===== config.mk =====
export PLATFORM = sky130hd
export DESIGN_NAME = dseg_xlat
export DESIGN_NICKNAME = d
export VERILOG_FILES = /design/src/rtl/dseg_xlat_pkg.sv /design/src/rtl/dseg_mode_reg.sv /design/src/rtl/dseg_seg_decode.sv /design/src/rtl/dseg_out_stage.sv /design/src/rtl/dseg_xlat.sv
export SDC_FILE = /design/constraint.sdc
export NUM_CORES = 1
export LEC_CHECK = 0
export BUFFER_PORTS_ARGS = -buffer_cell sky130_fd_sc_hd__buf_2
export CAP_MARGIN = 20
export CORE_ASPECT_RATIO = 0.6
export CORE_UTILIZATION = 46
export CTS_BUF_LIST = sky130_fd_sc_hd__clkbuf_8
export DETAILED_ROUTE_END_ITERATION = 7
export HOLD_SLACK_MARGIN = 0.08
export PLACE_DENSITY_LB_ADDON = 0.08
export SKIP_CTS_REPAIR_TIMING = 1
export SLEW_MARGIN = 40
export SYNTH_ARGS = -nofsm -noshare
export SYNTH_HDL_FRONTEND = slang
export SYNTH_SLANG_ARGS = --single-unit

===== constraint.sdc =====
create_clock -name clk -period 1.6 [get_ports clk]
set_clock_uncertainty 0.05 [all_clocks]
set_input_delay 0.16 -clock clk [delete_from_list [all_inputs] [get_ports clk]]
set_output_delay 0.16 -clock clk [all_outputs]
set_load 0.01 [all_outputs]

===== src/rtl/dseg_xlat_pkg.sv =====
package dseg_xlat_pkg;

  parameter int unsigned XL_VA_W = 32;

  typedef enum logic [1:0] {
    ACC_FETCH = 2'b00,
    ACC_LOAD  = 2'b01,
    ACC_STORE = 2'b10,
    ACC_RSVD  = 2'b11
  } acc_e;

  typedef enum logic [1:0] {
    SEG_LOW   = 2'd0,
    SEG_KDIR  = 2'd1,
    SEG_KRAW  = 2'd2,
    SEG_KHIGH = 2'd3
  } seg_e;

  typedef struct packed {
    logic [XL_VA_W-1:0] pa;
    logic               cache;
    logic               err;
    acc_e               acc;
  } xl_res_t;

endpackage


===== src/rtl/dseg_mode_reg.sv =====
module dseg_mode_reg (
  input  logic clk,
  input  logic rst_n,
  input  logic enter_k,
  input  logic leave_k,
  output logic kmode
);
  always_ff @(posedge clk) begin
    if (!rst_n) begin
      kmode <= 1'b1;
    end else if (enter_k) begin
      kmode <= 1'b1;
    end else if (leave_k) begin
      kmode <= 1'b0;
    end
  end
endmodule


===== src/rtl/dseg_seg_decode.sv =====
module dseg_seg_decode
  import dseg_xlat_pkg::*;
#(
  parameter int unsigned VA_W        = XL_VA_W,
  parameter logic [VA_W-1:0] LOW_OFS = 32'h4000_0000,
  parameter int unsigned WIN_LOG2    = 24
) (
  input  logic [VA_W-1:0] va,
  input  acc_e            acc,
  input  logic            kmode,
  output xl_res_t         res
);
  localparam int unsigned TOP  = VA_W - 1;
  localparam int unsigned WTAG = TOP - WIN_LOG2;

  seg_e seg;
  logic [VA_W-1:0] pa_raw;
  logic cache_raw;
  logic illegal;

  always_comb begin
    if (!va[TOP])                   seg = SEG_LOW;
    else if (va[TOP-1])             seg = SEG_KHIGH;
    else if (va[TOP-2])             seg = SEG_KRAW;
    else                            seg = SEG_KDIR;
  end

  always_comb begin
    pa_raw    = va;
    cache_raw = 1'b1;
    unique case (seg)
      SEG_LOW: begin
        pa_raw    = va + LOW_OFS;
        cache_raw = ~(&va[TOP-1:WIN_LOG2]);
      end
      SEG_KDIR: begin
        pa_raw    = {1'b0, va[TOP-1:0]};
        cache_raw = 1'b1;
      end
      SEG_KRAW: begin
        pa_raw    = {3'b000, va[TOP-3:0]};
        cache_raw = 1'b0;
      end
      SEG_KHIGH: begin
        pa_raw    = va;
        cache_raw = 1'b1;
      end
      default: begin
        pa_raw    = va;
        cache_raw = 1'b1;
      end
    endcase
  end

  assign illegal = va[TOP] & ~kmode;

  always_comb begin
    res.acc   = acc;
    res.err   = illegal;
    res.pa    = illegal ? '0 : pa_raw;
    res.cache = illegal ? 1'b0 : cache_raw;
  end

  // Keeps the width relation visible; WTAG unused otherwise.
  logic unused_w;
  assign unused_w = (WTAG == 0);
endmodule


===== src/rtl/dseg_out_stage.sv =====
module dseg_out_stage
  import dseg_xlat_pkg::*;
(
  input  logic    clk,
  input  logic    rst_n,
  input  logic    up_valid,
  output logic    up_ready,
  input  xl_res_t up_res,
  output logic    dn_valid,
  input  logic    dn_ready,
  output xl_res_t dn_res
);
  logic load;

  assign up_ready = ~dn_valid | dn_ready;
  assign load     = up_valid & up_ready;

  always_ff @(posedge clk) begin
    if (!rst_n) begin
      dn_valid <= 1'b0;
    end else if (up_ready) begin
      dn_valid <= up_valid;
    end
  end

  always_ff @(posedge clk) begin
    if (!rst_n) begin
      dn_res <= '0;
    end else if (load) begin
      dn_res <= up_res;
    end
  end
endmodule


===== src/rtl/dseg_xlat.sv =====
module dseg_xlat
  import dseg_xlat_pkg::*;
#(
  parameter int unsigned VA_W        = XL_VA_W,
  parameter logic [VA_W-1:0] LOW_OFS = 32'h4000_0000,
  parameter int unsigned WIN_LOG2    = 24
) (
  input  logic            clk,
  input  logic            rst_n,
  input  logic            in_valid,
  output logic            in_ready,
  input  logic [VA_W-1:0] in_va,
  input  logic [1:0]      in_acc,
  input  logic            exc_take,
  input  logic            exc_return,
  output logic            kernel_mode,
  output logic            out_valid,
  input  logic            out_ready,
  output logic [VA_W-1:0] out_pa,
  output logic            out_cache,
  output logic            out_err,
  output logic [1:0]      out_acc
);
  xl_res_t dec_res;
  xl_res_t reg_res;

  dseg_mode_reg u_mode (
    .clk    (clk),
    .rst_n  (rst_n),
    .enter_k(exc_take),
    .leave_k(exc_return),
    .kmode  (kernel_mode)
  );

  dseg_seg_decode #(
    .VA_W    (VA_W),
    .LOW_OFS (LOW_OFS),
    .WIN_LOG2(WIN_LOG2)
  ) u_dec (
    .va   (in_va),
    .acc  (acc_e'(in_acc)),
    .kmode(kernel_mode),
    .res  (dec_res)
  );

  dseg_out_stage u_out (
    .clk     (clk),
    .rst_n   (rst_n),
    .up_valid(in_valid),
    .up_ready(in_ready),
    .up_res  (dec_res),
    .dn_valid(out_valid),
    .dn_ready(out_ready),
    .dn_res  (reg_res)
  );

  assign out_pa    = reg_res.pa;
  assign out_cache = reg_res.cache;
  assign out_err   = reg_res.err;
  assign out_acc   = reg_res.acc;
endmodule


; ---- After elaboration in Yosys (flattened, before gate mapping)
; Index checks and enable logic that the tools add are counted.
[classes]
add_sub_neg = 1
mul = 0
n_div = 0
n_lt_le_gt_ge = 0
n_eq_ne = 3
shifts = 0
n_mux = 7
bitwise_logic = 7
n_reduce_logical = 4
[op_table]
columns = op, n
row1 = 32-bit case mux with 4 select lines, 1
row2 = 32-bit by 31-bit adder with 32-bit output (second input constant), 1
row3 = 32-bit 2-to-1 mux, 1
row4 = 7-bit AND reduction, 1
row5 = 2-bit 2-to-1 mux, 3
row6 = 2-bit == test (second input constant), 2
row7 = 1-bit NOT, 4
row8 = 2-bit OR reduction, 2
row9 = 1-bit case mux with 3 select lines, 1
row10 = 1-bit AND, 2
row11 = 2-bit by 1-bit == test with 1-bit output (second input constant), 1
row12 = 2-bit logical NOT, 1
row13 = 1-bit 2-to-1 mux, 1
row14 = 1-bit OR, 1
[word_totals]
reg_bits = 38
latch_bits = 0
ramBits = 0
rom_bits = 0
in_bits = 40
out_inout_bits = 39
mem_count = 0

; ---- Logic depth before layout (Yosys ltp)
[depth]
depth_word = 7
ltp_mapped = 7

; ---- By module
; Synthesis repeated with hierarchy kept, for this count alone.
[unflattened]
hier_cells = 213
hier_area_um2 = 1935.6
[by_module_without_submodules]
columns = module, n_inst, cells_each, area_each_um2
row1 = dseg_out_stage, 1, 161, 1517.7
row2 = dseg_seg_decode, 1, 49, 384.1
row3 = dseg_mode_reg, 1, 3, 33.8

; ---- Worst setup path after synthesis
; Ideal clock, no wire load.
[synth_path]
path_kind = register to register
startpoint = reg u_out.dn_valid
endpoint = reg u_out.dn_res[30] in the netlist's numbering
setup_ps = 128
arrival_ps = 1154
required_time_ps = 1422
setup_slack_ps = 268
stages_incl_launch_ff = 8
n_path_buf = 3
path_cell_list = dfxtp_1 -> nand2b_4 -> buf_6 -> and3_4 -> buf_6 -> buf_6 -> a22oi_2 -> nor2_1
[synth_between]
elab_chain_len = 3
[synth_rtl]
columns = element, line_no
row1 = start: declaration, dseg_out_stage.sv:9  ; output logic dn_valid,
row2 = start signal: assignment, dseg_out_stage.sv:22  ; dn_valid <= up_valid;
row3 = 1-bit NOT, dseg_out_stage.sv:15  ; assign up_ready = ~dn_valid | dn_ready;
row4 = 1-bit OR, dseg_out_stage.sv:15
row5 = named net in_ready, dseg_xlat.sv:11  ; output logic in_ready,
row6 = 1-bit AND, dseg_out_stage.sv:16  ; assign load = up_valid & up_ready;
row7 = end signal: assignment, dseg_out_stage.sv:30  ; dn_res <= up_res;
row8 = end: declaration, dseg_out_stage.sv:11  ; output xl_res_t dn_res
; The timed path passes the listed nets, and every way through them passes these cells.
; A chain may end at the register's enable or synchronous reset.

; ---- Worst setup path after layout
[layout_path]
startpoint = reg u_out.dn_valid
endpoint = reg u_out.dn_res[5] in the netlist's numbering
[layout_between]
elab_chain_len = 3
[layout_rtl]
columns = element, line_no
row1 = 1-bit NOT, dseg_out_stage.sv:15
row2 = 1-bit OR, dseg_out_stage.sv:15
row3 = 1-bit AND, dseg_out_stage.sv:16
; Every way passes these cells.

==> flow_metrics.tcl <==
set metrics [dict create \
    drc 0 \
    antenna_found_initial 0 \
    drt_pass1_iterations 4 \
    numCtsBuffers 5 \
    final_cell_mix "buf_2 (78), dfxtp_1 (38), nor2_1 (32), a22oi_2 (29), dlygate4sd3_1 (16)" \
    nNetsFinal 273 \
    synth_top_area_cell "dfxtp_1" \
    die_h_um 46.6 \
    max_freq_mhz 693 \
    tightest_slew_ns 0.434 \
    max-cap-violations 0 \
    yosys_warnings 0 \
    hold_viol 0 \
    postPlaceCellArea_mm2 0.00192 \
    status "complete, no violations" \
    ctsHtreeMaxLevel 2 \
    worstSkewPairLatency_ns 0.29 \
    diodes 0 \
    crit_type "reg -> reg" \
    core_area_mm2 0.00300 \
    crit_family "simple AND/OR/NAND/NOR gates" \
    stdcell_area_mm2 0.00217 \
    finalMaxSlewViolations 0 \
    detail_route.wl_per_cell_um 13.1 \
    fin_total_pwr_mw 2.07 \
    yosysSeqAreaShare 0.498 \
    rsz0062_at_grt "false" \
    syn_nets 180 \
    relSlewSlack 0.710 \
    final_common_cell "buf_2" \
    path_depth 5 \
    ir_drop_v 0.000618 \
    fin_crit_ns 1.44 \
    clock-sinks 38 \
    place_congestion 0.668 \
    required_ns 1.77 \
    ioPinCount 79 \
    hold_depth 3 \
    cpPeakStageDelay_ns 0.38 \
    via_count 1365 \
    netlist.area_leader.share 0.498 \
    end_kind "register" \
    hpwlAfterDp_mm 2.51 \
    pre_cts_slack_ns 0.143 \
    setup_violations 0 \
    path_cells "nand2b_4 > nand2_4 > buf_4 > a22oi_2 > nor2_1" \
    clk_pin_slew_ns 0.07 \
    ys_seq_elements 38 \
    drive_gt1_frac 0.526 \
    grt_usage 0.203 \
    crit_path_max_fanout 26 \
    rr_worst_depth 5 \
    drtIter0Drc 67 \
    vias_per_cell 4.95 \
    synth_area_leaders "dfxtp_1 (50%), a22oi_2 (24%), nor2_1 (7.9%), buf_6 (3.7%), a21oi_1 (1.6%)" \
    critPathSlowestCell "dfxtp_1" \
    synth_cell_types 24 \
    clock_path_buffers 2 \
    dieArea_mm2 0.00356 \
    hp-class "in -> reg" \
    first_global_vias 1169 \
    synthCells 140 \
    ant_nets 0 \
    holdWs_ns 0.0518 \
    powerDensity_mw_per_mm2 954 \
    syn_area_per_cell_um2 10.9 \
    setup_slack_ns 0.157 \
    grt_pass1_wl_mm 5.29 \
    grt_overflow 0 \
    wl_mm 3.62 \
    start_util 0.509 \
    worstPathArrival_ns 1.62 \
    syn-cell-area_mm2 0.00153 \
    num_rows 15 \
    path_buf_inv 1 \
    port-buffer-count 78 \
    setup_tns_ns 0 \
    timing.final.crit_share 0.902 \
    cts_tree "done" \
    root_buffer "clkbuf_8" \
    start_kind "register" \
    die_w_um 76.4 \
    area_delta_synth_final_pct 42.3 \
    p_leak_nw 1.01 \
    grt_max_degree 27 \
]
## power breakdown
part | internal [mW] | leakage (nW) | switching [mW]
logic | 0.185 | 0.650 | 0.192
clock network | 0.341 | 0.0524 | 0.317
registers | 1.00 | 0.313 | 0.0350
## cell usage after synthesis (all sizes together)
library cell / count
a32oi: 1
o31ai: 1
and3: 1
a22oi: 30
o21ai: 1
nand3: 3
a21oi: 5
dfxtp: 38
nor3: 1
buf: 9
a311oi: 1
mux2i: 1
a211o: 1
inv: 3
nand2b: 3
nand4: 1
nand2: 5
clkbuf: 3
nor2: 32
## path summary, 6_finish.rpt
check	from	endpoint	slack (ns)
hold / removal	in_va[19]	u_out.dn_res[23]	0.05
setup reg to reg	u_out.dn_valid	u_out.dn_res[5]	0.16
setup / recovery	u_out.dn_valid	u_out.dn_res[5]	0.16
hold reg to reg	u_out.dn_res[1]	u_out.dn_res[1]	0.41
## per-layer routing
layer  up-vias  wire length (um)  global-route usage
li1        676                 -                   -
met1       632              1540               0.232
met2        51              1820               0.341
met3         6               211              0.0653
met4         0                50               0.135
met5         -                 0                   0
## cells by family after synthesis
kind of cell / share of synthesized area
AND/OR/NAND/NOR: 0.141
AO/OA/AOI/OAI: 0.288
multiplexers: 0.00655
flip-flops: 0.498
buffers and inverters: 0.0663
## final cells by class
| type | count | area, um2 |
|---|---|---|
| clock inverters | 2 | 8.76 |
| fillers | 250 | 828 |
| inverters | 3 | 11.3 |
| clock buffers | 6 | 82.6 |
| flip-flops and latches | 38 | 761 |
| multi-input cells | 87 | 666 |
| well taps | 42 | 52.6 |
| repair buffers | 98 | 593 |
## worst min-delay path, stage by stage
cell and delay [ns]:
buf_2 0.08, a22oi_2 0.05, nor2_1 0.07
## state kept, by name, indices dropped and copies added (netlist names)
name / flops
u_out.dn_res: 36
u_mode.kmode: 1
u_out.dn_valid: 1
## through the flow
| step | std cells | utilization |
|---|---|---|
| floorplan | 140 | - |
| global placement | 252 | 0.640 |
| detailed placement | 252 | 0.640 |
| CTS | 260 | 0.671 |
| global route | 276 | 0.724 |
| finish | 276 | 0.724 |
No activity file was read; power rests on OpenSTA's default activity.
